File: src/rtl/ifg_pkg.sv
package ifg_pkg;

   typedef enum logic [2:0] {
      DF_WAIT_IDLE = 3'd0,
      DF_GAP_EARLY = 3'd1,
      DF_GAP_LATE  = 3'd2,
      DF_PERMIT    = 3'd3,
      DF_BUSY      = 3'd4
   } defer_state_t;

   function automatic int cnt_width(input int max_value);
      return (max_value < 2) ? 1 : $clog2(max_value + 1);
   endfunction

endpackage

File: src/rtl/bit_time_counter.sv
module bit_time_counter #(
   parameter int MAX_COUNT = 95,
   parameter bit SATURATE  = 1'b0,
   localparam int W = ifg_pkg::cnt_width(MAX_COUNT)
) (
   input  logic         clk,
   input  logic         rst_n,
   input  logic         clr,
   input  logic         inc,
   output logic [W-1:0] count
);

   localparam logic [W-1:0] LIMIT = W'(MAX_COUNT);

   logic [W-1:0] cnt_q;
   logic [W-1:0] cnt_next;

   generate
      if (SATURATE) begin : g_sat
         always_comb begin
            cnt_next = cnt_q;
            if (inc && cnt_q != LIMIT) cnt_next = cnt_q + 1'b1;
         end
      end else begin : g_wrap
         always_comb begin
            cnt_next = cnt_q;
            if (inc) cnt_next = (cnt_q == LIMIT) ? '0 : cnt_q + 1'b1;
         end
      end
   endgenerate

   always_ff @(posedge clk) begin
      if (!rst_n || clr) cnt_q <= '0;
      else               cnt_q <= cnt_next;
   end

   assign count = cnt_q;


   no_overflow_chk: assert property (@(posedge clk) disable iff (!rst_n)
      cnt_q <= LIMIT);


   no_idle_advance_chk: assert property (@(posedge clk) disable iff (!rst_n)
      (!inc && !clr) |=> $stable(cnt_q));

endmodule

File: src/rtl/tx_defer_fsm.sv
module tx_defer_fsm #(
   parameter int GAP_BITS   = 96,
   parameter int GUARD_BITS = 60
) (
   input  logic clk,
   input  logic rst_n,
   input  logic bit_tick,
   input  logic full_duplex,
   input  logic crs,
   input  logic restart,
   input  logic tx_start,
   output logic tx_permit
);
   import ifg_pkg::*;

   localparam int W = cnt_width(GAP_BITS - 1);
   localparam logic [W-1:0] LAST_TICK  = W'(GAP_BITS - 1);
   localparam logic [W-1:0] GUARD_LAST = W'(GUARD_BITS - 1);

   defer_state_t st_q, st_d;
   logic [W-1:0] gap_cnt;
   logic         in_gap;
   logic         busy_medium;

   assign in_gap      = (st_q == DF_GAP_EARLY) || (st_q == DF_GAP_LATE);
   assign busy_medium = crs && !full_duplex;

   bit_time_counter #(
      .MAX_COUNT (GAP_BITS - 1),
      .SATURATE  (1'b0)
   ) u_gap_cnt (
      .clk   (clk),
      .rst_n (rst_n),
      .clr   (!in_gap),
      .inc   (in_gap && bit_tick),
      .count (gap_cnt)
   );

   always_comb begin
      st_d = st_q;
      if (restart) begin
         st_d = DF_WAIT_IDLE;
      end else begin
         unique case (st_q)
            DF_WAIT_IDLE: if (!busy_medium) st_d = DF_GAP_EARLY;
            DF_GAP_EARLY: begin
               if (busy_medium)                             st_d = DF_WAIT_IDLE;
               else if (bit_tick && gap_cnt == GUARD_LAST)  st_d = DF_GAP_LATE;
            end
            DF_GAP_LATE:  if (bit_tick && gap_cnt == LAST_TICK) st_d = DF_PERMIT;
            DF_PERMIT:    if (tx_start) st_d = DF_BUSY;
            DF_BUSY:      st_d = DF_BUSY;
            default:      st_d = DF_WAIT_IDLE;
         endcase
      end
   end

   always_ff @(posedge clk) begin
      if (!rst_n) st_q <= DF_WAIT_IDLE;
      else        st_q <= st_d;
   end

   assign tx_permit = (st_q == DF_PERMIT);


   permit_after_full_gap_chk: assert property (@(posedge clk) disable iff (!rst_n)
      $rose(tx_permit) |-> ($past(gap_cnt) == LAST_TICK && $past(bit_tick)));


   early_carrier_restart_chk: assert property (@(posedge clk) disable iff (!rst_n)
      (st_q == DF_GAP_EARLY && crs && !full_duplex) |=> st_q == DF_WAIT_IDLE);


   late_carrier_ignored_chk: assert property (@(posedge clk) disable iff (!rst_n)
      (st_q == DF_GAP_LATE && !restart) |=> (st_q == DF_GAP_LATE || st_q == DF_PERMIT));


   duplex_no_wait_chk: assert property (@(posedge clk) disable iff (!rst_n)
      (st_q == DF_WAIT_IDLE && full_duplex && !restart) |=> st_q == DF_GAP_EARLY);


   permit_hold_chk: assert property (@(posedge clk) disable iff (!rst_n)
      (tx_permit && !tx_start && !restart) |=> tx_permit);


   permit_drop_chk: assert property (@(posedge clk) disable iff (!rst_n)
      (tx_permit && tx_start) |=> !tx_permit);

endmodule

File: src/rtl/rx_gap_monitor.sv
module rx_gap_monitor #(
   parameter int MIN_GAP = 28
) (
   input  logic clk,
   input  logic rst_n,
   input  logic bit_tick,
   input  logic rx_dv,
   output logic short_gap
);
   import ifg_pkg::*;

   localparam int W = cnt_width(MIN_GAP);
   localparam logic [W-1:0] MIN_CNT = W'(MIN_GAP);

   logic [W-1:0] idle_cnt;
   logic         dv_q;
   logic         seen_frame_q;
   logic         frame_rise;
   logic         flag_q;

   bit_time_counter #(
      .MAX_COUNT (MIN_GAP),
      .SATURATE  (1'b1)
   ) u_idle_cnt (
      .clk   (clk),
      .rst_n (rst_n),
      .clr   (rx_dv),
      .inc   (!rx_dv && bit_tick),
      .count (idle_cnt)
   );

   assign frame_rise = rx_dv && !dv_q;

   always_ff @(posedge clk) begin
      if (!rst_n) begin
         dv_q         <= 1'b0;
         seen_frame_q <= 1'b0;
         flag_q       <= 1'b0;
      end else begin
         dv_q   <= rx_dv;
         flag_q <= frame_rise && seen_frame_q && (idle_cnt < MIN_CNT);
         if (rx_dv) seen_frame_q <= 1'b1;
      end
   end

   assign short_gap = flag_q;


   flag_on_rise_only_chk: assert property (@(posedge clk) disable iff (!rst_n)
      short_gap |-> ($past(rx_dv) && !$past(dv_q)));


   flag_single_pulse_chk: assert property (@(posedge clk) disable iff (!rst_n)
      short_gap |=> !short_gap);

endmodule

File: src/rtl/ifg_defer_timer.sv
module ifg_defer_timer #(
   parameter int GAP_BITS   = 96,
   parameter int GUARD_BITS = 60,
   parameter int RX_MIN_GAP = 28
) (
   input  logic clk,
   input  logic rst_n,
   input  logic bit_tick,
   input  logic full_duplex,
   input  logic crs,
   input  logic tx_done,
   input  logic backoff_done,
   input  logic tx_start,
   input  logic rx_dv,
   output logic tx_permit,
   output logic rx_short_gap
);

   initial begin
      gap_len_chk: assert (GAP_BITS >= 2)
         else $error("GAP_BITS must be at least 2");
      guard_len_chk: assert (GUARD_BITS >= 1 && GUARD_BITS < GAP_BITS)
         else $error("GUARD_BITS must lie in 1..GAP_BITS-1");
      rx_gap_len_chk: assert (RX_MIN_GAP >= 1)
         else $error("RX_MIN_GAP must be at least 1");
   end

   logic restart;
   assign restart = tx_done || backoff_done;

   tx_defer_fsm #(
      .GAP_BITS   (GAP_BITS),
      .GUARD_BITS (GUARD_BITS)
   ) u_tx_defer (
      .clk         (clk),
      .rst_n       (rst_n),
      .bit_tick    (bit_tick),
      .full_duplex (full_duplex),
      .crs         (crs),
      .restart     (restart),
      .tx_start    (tx_start),
      .tx_permit   (tx_permit)
   );

   rx_gap_monitor #(
      .MIN_GAP (RX_MIN_GAP)
   ) u_rx_gap (
      .clk       (clk),
      .rst_n     (rst_n),
      .bit_tick  (bit_tick),
      .rx_dv     (rx_dv),
      .short_gap (rx_short_gap)
   );


   reset_quiet_chk: assert property (@(posedge clk)
      !rst_n |=> (!tx_permit && !rx_short_gap));


   restart_drops_permit_chk: assert property (@(posedge clk) disable iff (!rst_n)
      restart |=> !tx_permit);

endmodule

File: config.mk
export PLATFORM = sky130hd
export DESIGN_NAME = ifg_defer_timer
export DESIGN_NICKNAME = d
export VERILOG_FILES = /design/src/rtl/ifg_pkg.sv /design/src/rtl/bit_time_counter.sv /design/src/rtl/tx_defer_fsm.sv /design/src/rtl/rx_gap_monitor.sv /design/src/rtl/ifg_defer_timer.sv
export SDC_FILE = /design/constraint.sdc
export NUM_CORES = 1
export LEC_CHECK = 0
export ABC_AREA = 1
export BUFFER_PORTS_ARGS = -buffer_cell sky130_fd_sc_hd__buf_2
export CORE_UTILIZATION = 25
export CTS_BUF_LIST = sky130_fd_sc_hd__clkbuf_2
export CTS_CLUSTER_SIZE = 8
export DETAILED_ROUTE_END_ITERATION = 16
export PLACE_DENSITY = 0.45
export SYNTH_ARGS = -nofsm -noshare
export SYNTH_HDL_FRONTEND = slang
export SYNTH_SLANG_ARGS = --single-unit
File: constraint.sdc
create_clock -name clk -period 3.8 [get_ports clk]
set_clock_uncertainty 0.1 [all_clocks]
set_input_delay 0.95 -clock clk [delete_from_list [all_inputs] [get_ports clk]]
set_output_delay 0.95 -clock clk [all_outputs]
set_load 0.1 [all_outputs]
## Word-level counts from Yosys, hierarchy flattened

Index checks and enable logic that the tools add are counted.
Widths: inputs -> output; s select.

- Equal/unequal tests: 11
- $lt $le $gt $ge: 1
- Bitwise logic cells: 1
- Reduce and logical (&&, ||, !) cells: 21
- Multiplexer cells: 7
- Add/sub/neg operators: 2

Operators by type and width:

| operator | count |
|---|---|
| $mux 3 | 5 |
| $pmux 3 s5 | 1 |
| $logic_and 1x1->1 | 9 |
| $add 7x1->7 const B | 1 |
| $eq 7x6->1 const B | 1 |
| $eq 7x7->1 const B | 1 |
| $mux 7 | 1 |
| $eq 3x2->1 const B | 2 |
| $ne 2x2->1 const B | 3 |
| $add 5x1->5 const B | 1 |
| $logic_not 1->1 | 5 |
| $lt 5x5->1 const B | 1 |
| $ne 5x5->1 const B | 1 |
| $logic_or 1x1->1 | 4 |
| $reduce_and 4->1 | 1 |
| $eq 3x1->1 const B | 1 |
| $eq 3x3->1 const B | 1 |
| $logic_not 3->1 | 1 |
| $ne 3x2->1 const B | 1 |
| $reduce_or 2->1 | 1 |
| $not 1->1 | 1 |

- Output and inout port bits: 2
- Bits in registers: 18
- Input bits: 9
- Logic and storage cells: 49

## Longest topological paths before layout

- Depth in word-level cells: 5
- Mapped depth: 9
- Gate-level depth less buffers: 9

## Hierarchy

A second synthesis with hierarchy kept.

- Cells, all modules: 166
- Area total of the unflattened synthesis: 1068.5 µm²

By module, submodules not included:

| module | area each (µm²) | times used | seq. area each (µm²) | cells an instance |
|---|---|---|---|---|
| bit_time_counter (u_tx_defer.u_gap_cnt) | 364.1 | 1 | 140.1 | 49 |
| tx_defer_fsm | 287.8 | 1 | 60.1 | 52 |
| bit_time_counter (u_rx_gap.u_idle_cnt) | 284.0 | 1 | 100.1 | 46 |
| rx_gap_monitor | 121.4 | 1 | 60.1 | 16 |
| ifg_defer_timer | 11.3 | 1 | 0.0 | 3 |

## Least setup slack after synthesis

Ideal clock, no wire load.

- Path kind: register -> output
- Start: reg u_tx_defer.st_q[0]
- End: out tx_permit
- Path buffers: 0
- Arrival time: 1121 ps
- Slack: 1629 ps
- Cell stages (with the launch flop): 3
- Required time: 2750 ps
- Cells stage by stage: dfxtp_1 -> nand3_1 -> inv_1

- Word-level cells in the longest chain between the ends: 1

Ends and longest elaborated chain:

| item | line | source |
|---|---|---|
| from (decl) | tx_defer_fsm.sv:20 | `defer_state_t st_q, st_d;` |
| from (signal assigned) | tx_defer_fsm.sv:60 | `else st_q <= st_d;` |
| $eq 3x2->1 | tx_defer_fsm.sv:63 | `assign tx_permit = (st_q == DF_PERMIT);` |
| to (decl) | ifg_defer_timer.sv:15 | `output logic tx_permit,` |

Every way passes these cells.

## Worst setup path after layout

Same ends and word-level chain as after synthesis.

==> impl_metrics.csv <==
group,metric,value,unit
power,power_frac_clock,26.9,%
clock_network,cts_sinks,18,
clock_network,path_clk_slew,0.18,ns
critical_path,cp-end-kind,"output port",
critical_path,crit_fanout,5,
hold_path,hold_class,"reg2reg",
detailed_routing,wl_per_cell,8.86,um
critical_path,cpMaxStageDelayCell,"dfxtp_1",
finish,layout.cells.most_common,"nand2_1",
power,p_int,0.226,mW
timing,finalMaxSlewViolations,0,
critical_path,worstPathRequired,2.75,ns
job,maxCapViolCount,0,
status,status,"completed",
detailed_routing,viasPerCell,4.27,
clock_network,post_cts_buffers,0,
floorplanning,core_area,3770,sq um
place,gp_congestion,0.779,
synth,syn_inst,152,
timing,layout_min_cycle_time,2.46,ns
power,p_seq_share,62.3,%
synth,yosysWarnings,0,
critical_path,path_buf_inv,2,
grt,grt_pass1_wl,3.53,mm
grt,grt_max_degree,11,
critical_path,path_cells,"nand3_1 > inv_1 > buf_2",
floorplanning,die_x,65.4,um
finish,antenna_cells,0,
clock_network,cts-root-buf,"clkbuf_2",
detailed_routing,drc_errors,0,
timing,fin_crit_sh,64.8,%
grt,grt_pass1_vias,857,
timing,rsz0062_at_grt,"false",
clock_network,clk_path_buf_depth,2,
detailed_routing,dr.pass1.iters,4,
critical_path,crit_family,"buffers and inverters",
timing,worst_hold_slack,0.334,ns
power,leakagePower,0.543,nW
critical_path,critPathMaxStageDelay,0.46,ns
power,p_sw,0.0861,mW
grt,antenna_found_initial,0,
clock_network,htreeDepth,1,
floorplanning,start_util,26.7,%
floorplanning,io_pins,11,
synth,ys_seq_elements,18,
timing,slew_headroom,68.0,%
synth,synthesis.nets,165,
clock_network,cts_tree,"yes",
clock_network,clkLatencyLatePin,0.30,ns
synth,syn_area_per_cell,6.62,sq um
grt,overflow,0,
power,peakVddDrop,124,uV
grt,grt_use_total,10.7,%
finish,fillCellCount,423,
timing,hold_violations,0,
critical_path,arrival,1.41,ns
clock_network,ctsResizeCount,0,
place,dpl.hpwl,1.55,mm
detailed_routing,wl,1.90,mm
floorplanning,fp-row-count,22,
timing,setup_viol,0,
power,p_per_area,275,nW/um^2
power,netSwitchingFraction,27.6,%
finish,synthToLayoutAreaGrowth,12.8,%
clock_network,holdBufCountCts,0,
synth,ys_seq_area_share,35.8,%
place,port_buffers,10,
finish,layout_common_cells,"43 x nand2_1, 26 x inv_1, 18 x dfxtp_1, 16 x nor2_1",
detailed_routing,drtIter0Drc,42,
power,power_frac_comb,10.7,%
clock_network,cts_inserted_buffers,3,
synth,yosysUniqueCellTypes,20,
timing,fmax,406,MHz
critical_path,critPathKind,"reg2out",
floorplanning,dieArea,4280,sq um
detailed_routing,vias,914,
finish,nets,180,
timing,finalSetupTns,0,ns
floorplanning,die_y,65.4,um
timing,worstMarginPinSlew,0.483,ns
critical_path,start_kind,"flip-flop",
synth,synth_area,1010,sq um
detailed_routing,ant_nets,0,
finish,drive_above_1_share,16.9,%
==> through the flow <==
step	instance area, sq um	utilization, %	cells	power (mW)	worst slack, ns
after detailed placement	1120	29.6	210	0.233	1.70
after CTS	1130	30.1	214	0.321	1.30
after global routing	1130	30.1	214	0.337	1.18
final	1130	30.1	214	0.312	1.34
after global placement	1120	29.6	210	0.232	1.74
after floorplan	1010	-	152	0.222	1.63
==> registers in the layout (all words and copies together), names as in the netlist <==
register,cells
u_rx_gap.u_idle_cnt.count,5
u_rx_gap.seen_frame_q,1
u_tx_defer.st_q,3
u_tx_defer.u_gap_cnt.count,7
u_rx_gap.short_gap,1
u_rx_gap.dv_q,1
==> path summary, 6_finish.rpt <==
check                                                   start  cells past startpoint                  to  slack, ns
worst min-delay path                            u_rx_gap.dv_q                      1  u_rx_gap.short_gap       0.33
worst max-delay path                       u_tx_defer.st_q[0]                      3           tx_permit       1.34
worst max register to register  u_tx_defer.u_gap_cnt.count[0]                      9  u_tx_defer.st_q[0]       2.27
worst min register to register                  u_rx_gap.dv_q                      1  u_rx_gap.short_gap       0.33
==> power by group through the flow <==
stage / Sequential (mW) / Clock, mW / Combinational, mW
global route: 0.195 / 0.103 / 0.0386
detailed placement: 0.199 / 0 / 0.0340
global placement: 0.198 / 0 / 0.0339
CTS: 0.195 / 0.0916 / 0.0341
finish: 0.195 / 0.0841 / 0.0335
floorplan: 0.201 / 0 / 0.0205
==> per-layer routing <==
metal / share of wire [%] / GRT usage (%) / vias up
li1: - / - / 494
met1: 52 / 13.2 / 408
met2: 44 / 17.0 / 10
met3: 3.8 / 4.17 / 2
met4: 0.63 / 3.26 / 0
met5: 0 / 0 / -
==> cell usage after synthesis <==
cell	instances	area [sq um]
nand3_1	10	50.1
dfxtp_1	18	360
xnor2_1	2	17.5
nor3_1	1	5.00
ha_1	4	50.1
nor4_1	1	6.26
nand2_2	2	12.5
inv_1	26	97.6
xor2_1	1	8.76
a21oi_1	9	45.0
a21oi_2	1	8.76
nand2_1	43	161
inv_2	3	11.3
o21ai_0	3	15.0
nor2_2	4	25.0
nand4_1	3	18.8
nor2_4	1	11.3
nand2_4	1	11.3
nand3_2	3	30.0
nor2_1	16	60.1
==> worst reg2reg max path: cells and delay by family (launching register included) <==
family	cells	cell delay [ns]
adder cells (fa/ha/maj)	1	0.20
AND/OR/NAND/NOR	7	0.61
buffers and inverters	1	0.09
flip-flops	1	0.48
==> cell type report <==
type | count | area (sq um) | share of cell area (%)
repair buffers | 10 | 50.0 | 4.41
well taps | 48 | 60.1 | 5.29
inverters | 29 | 109 | 9.59
multi-input cells | 105 | 537 | 47.3
flip-flops and latches | 18 | 360 | 31.8
clock buffers | 3 | 15.0 | 1.32
clock inverters | 1 | 3.75 | 0.331
==> logic make-up (layout without fill, tap and decap cells) <==
kind of cell,Yosys count,after routing,share of synthesized area (%)
xor+xnor,3,3,2.61
fa+ha+maj,4,4,4.98
buf+inv,29,43,10.8
simple gates,85,85,38.9
flops,18,18,35.8
compound gates,13,13,6.84
Power figures use the tool's default switching activity.
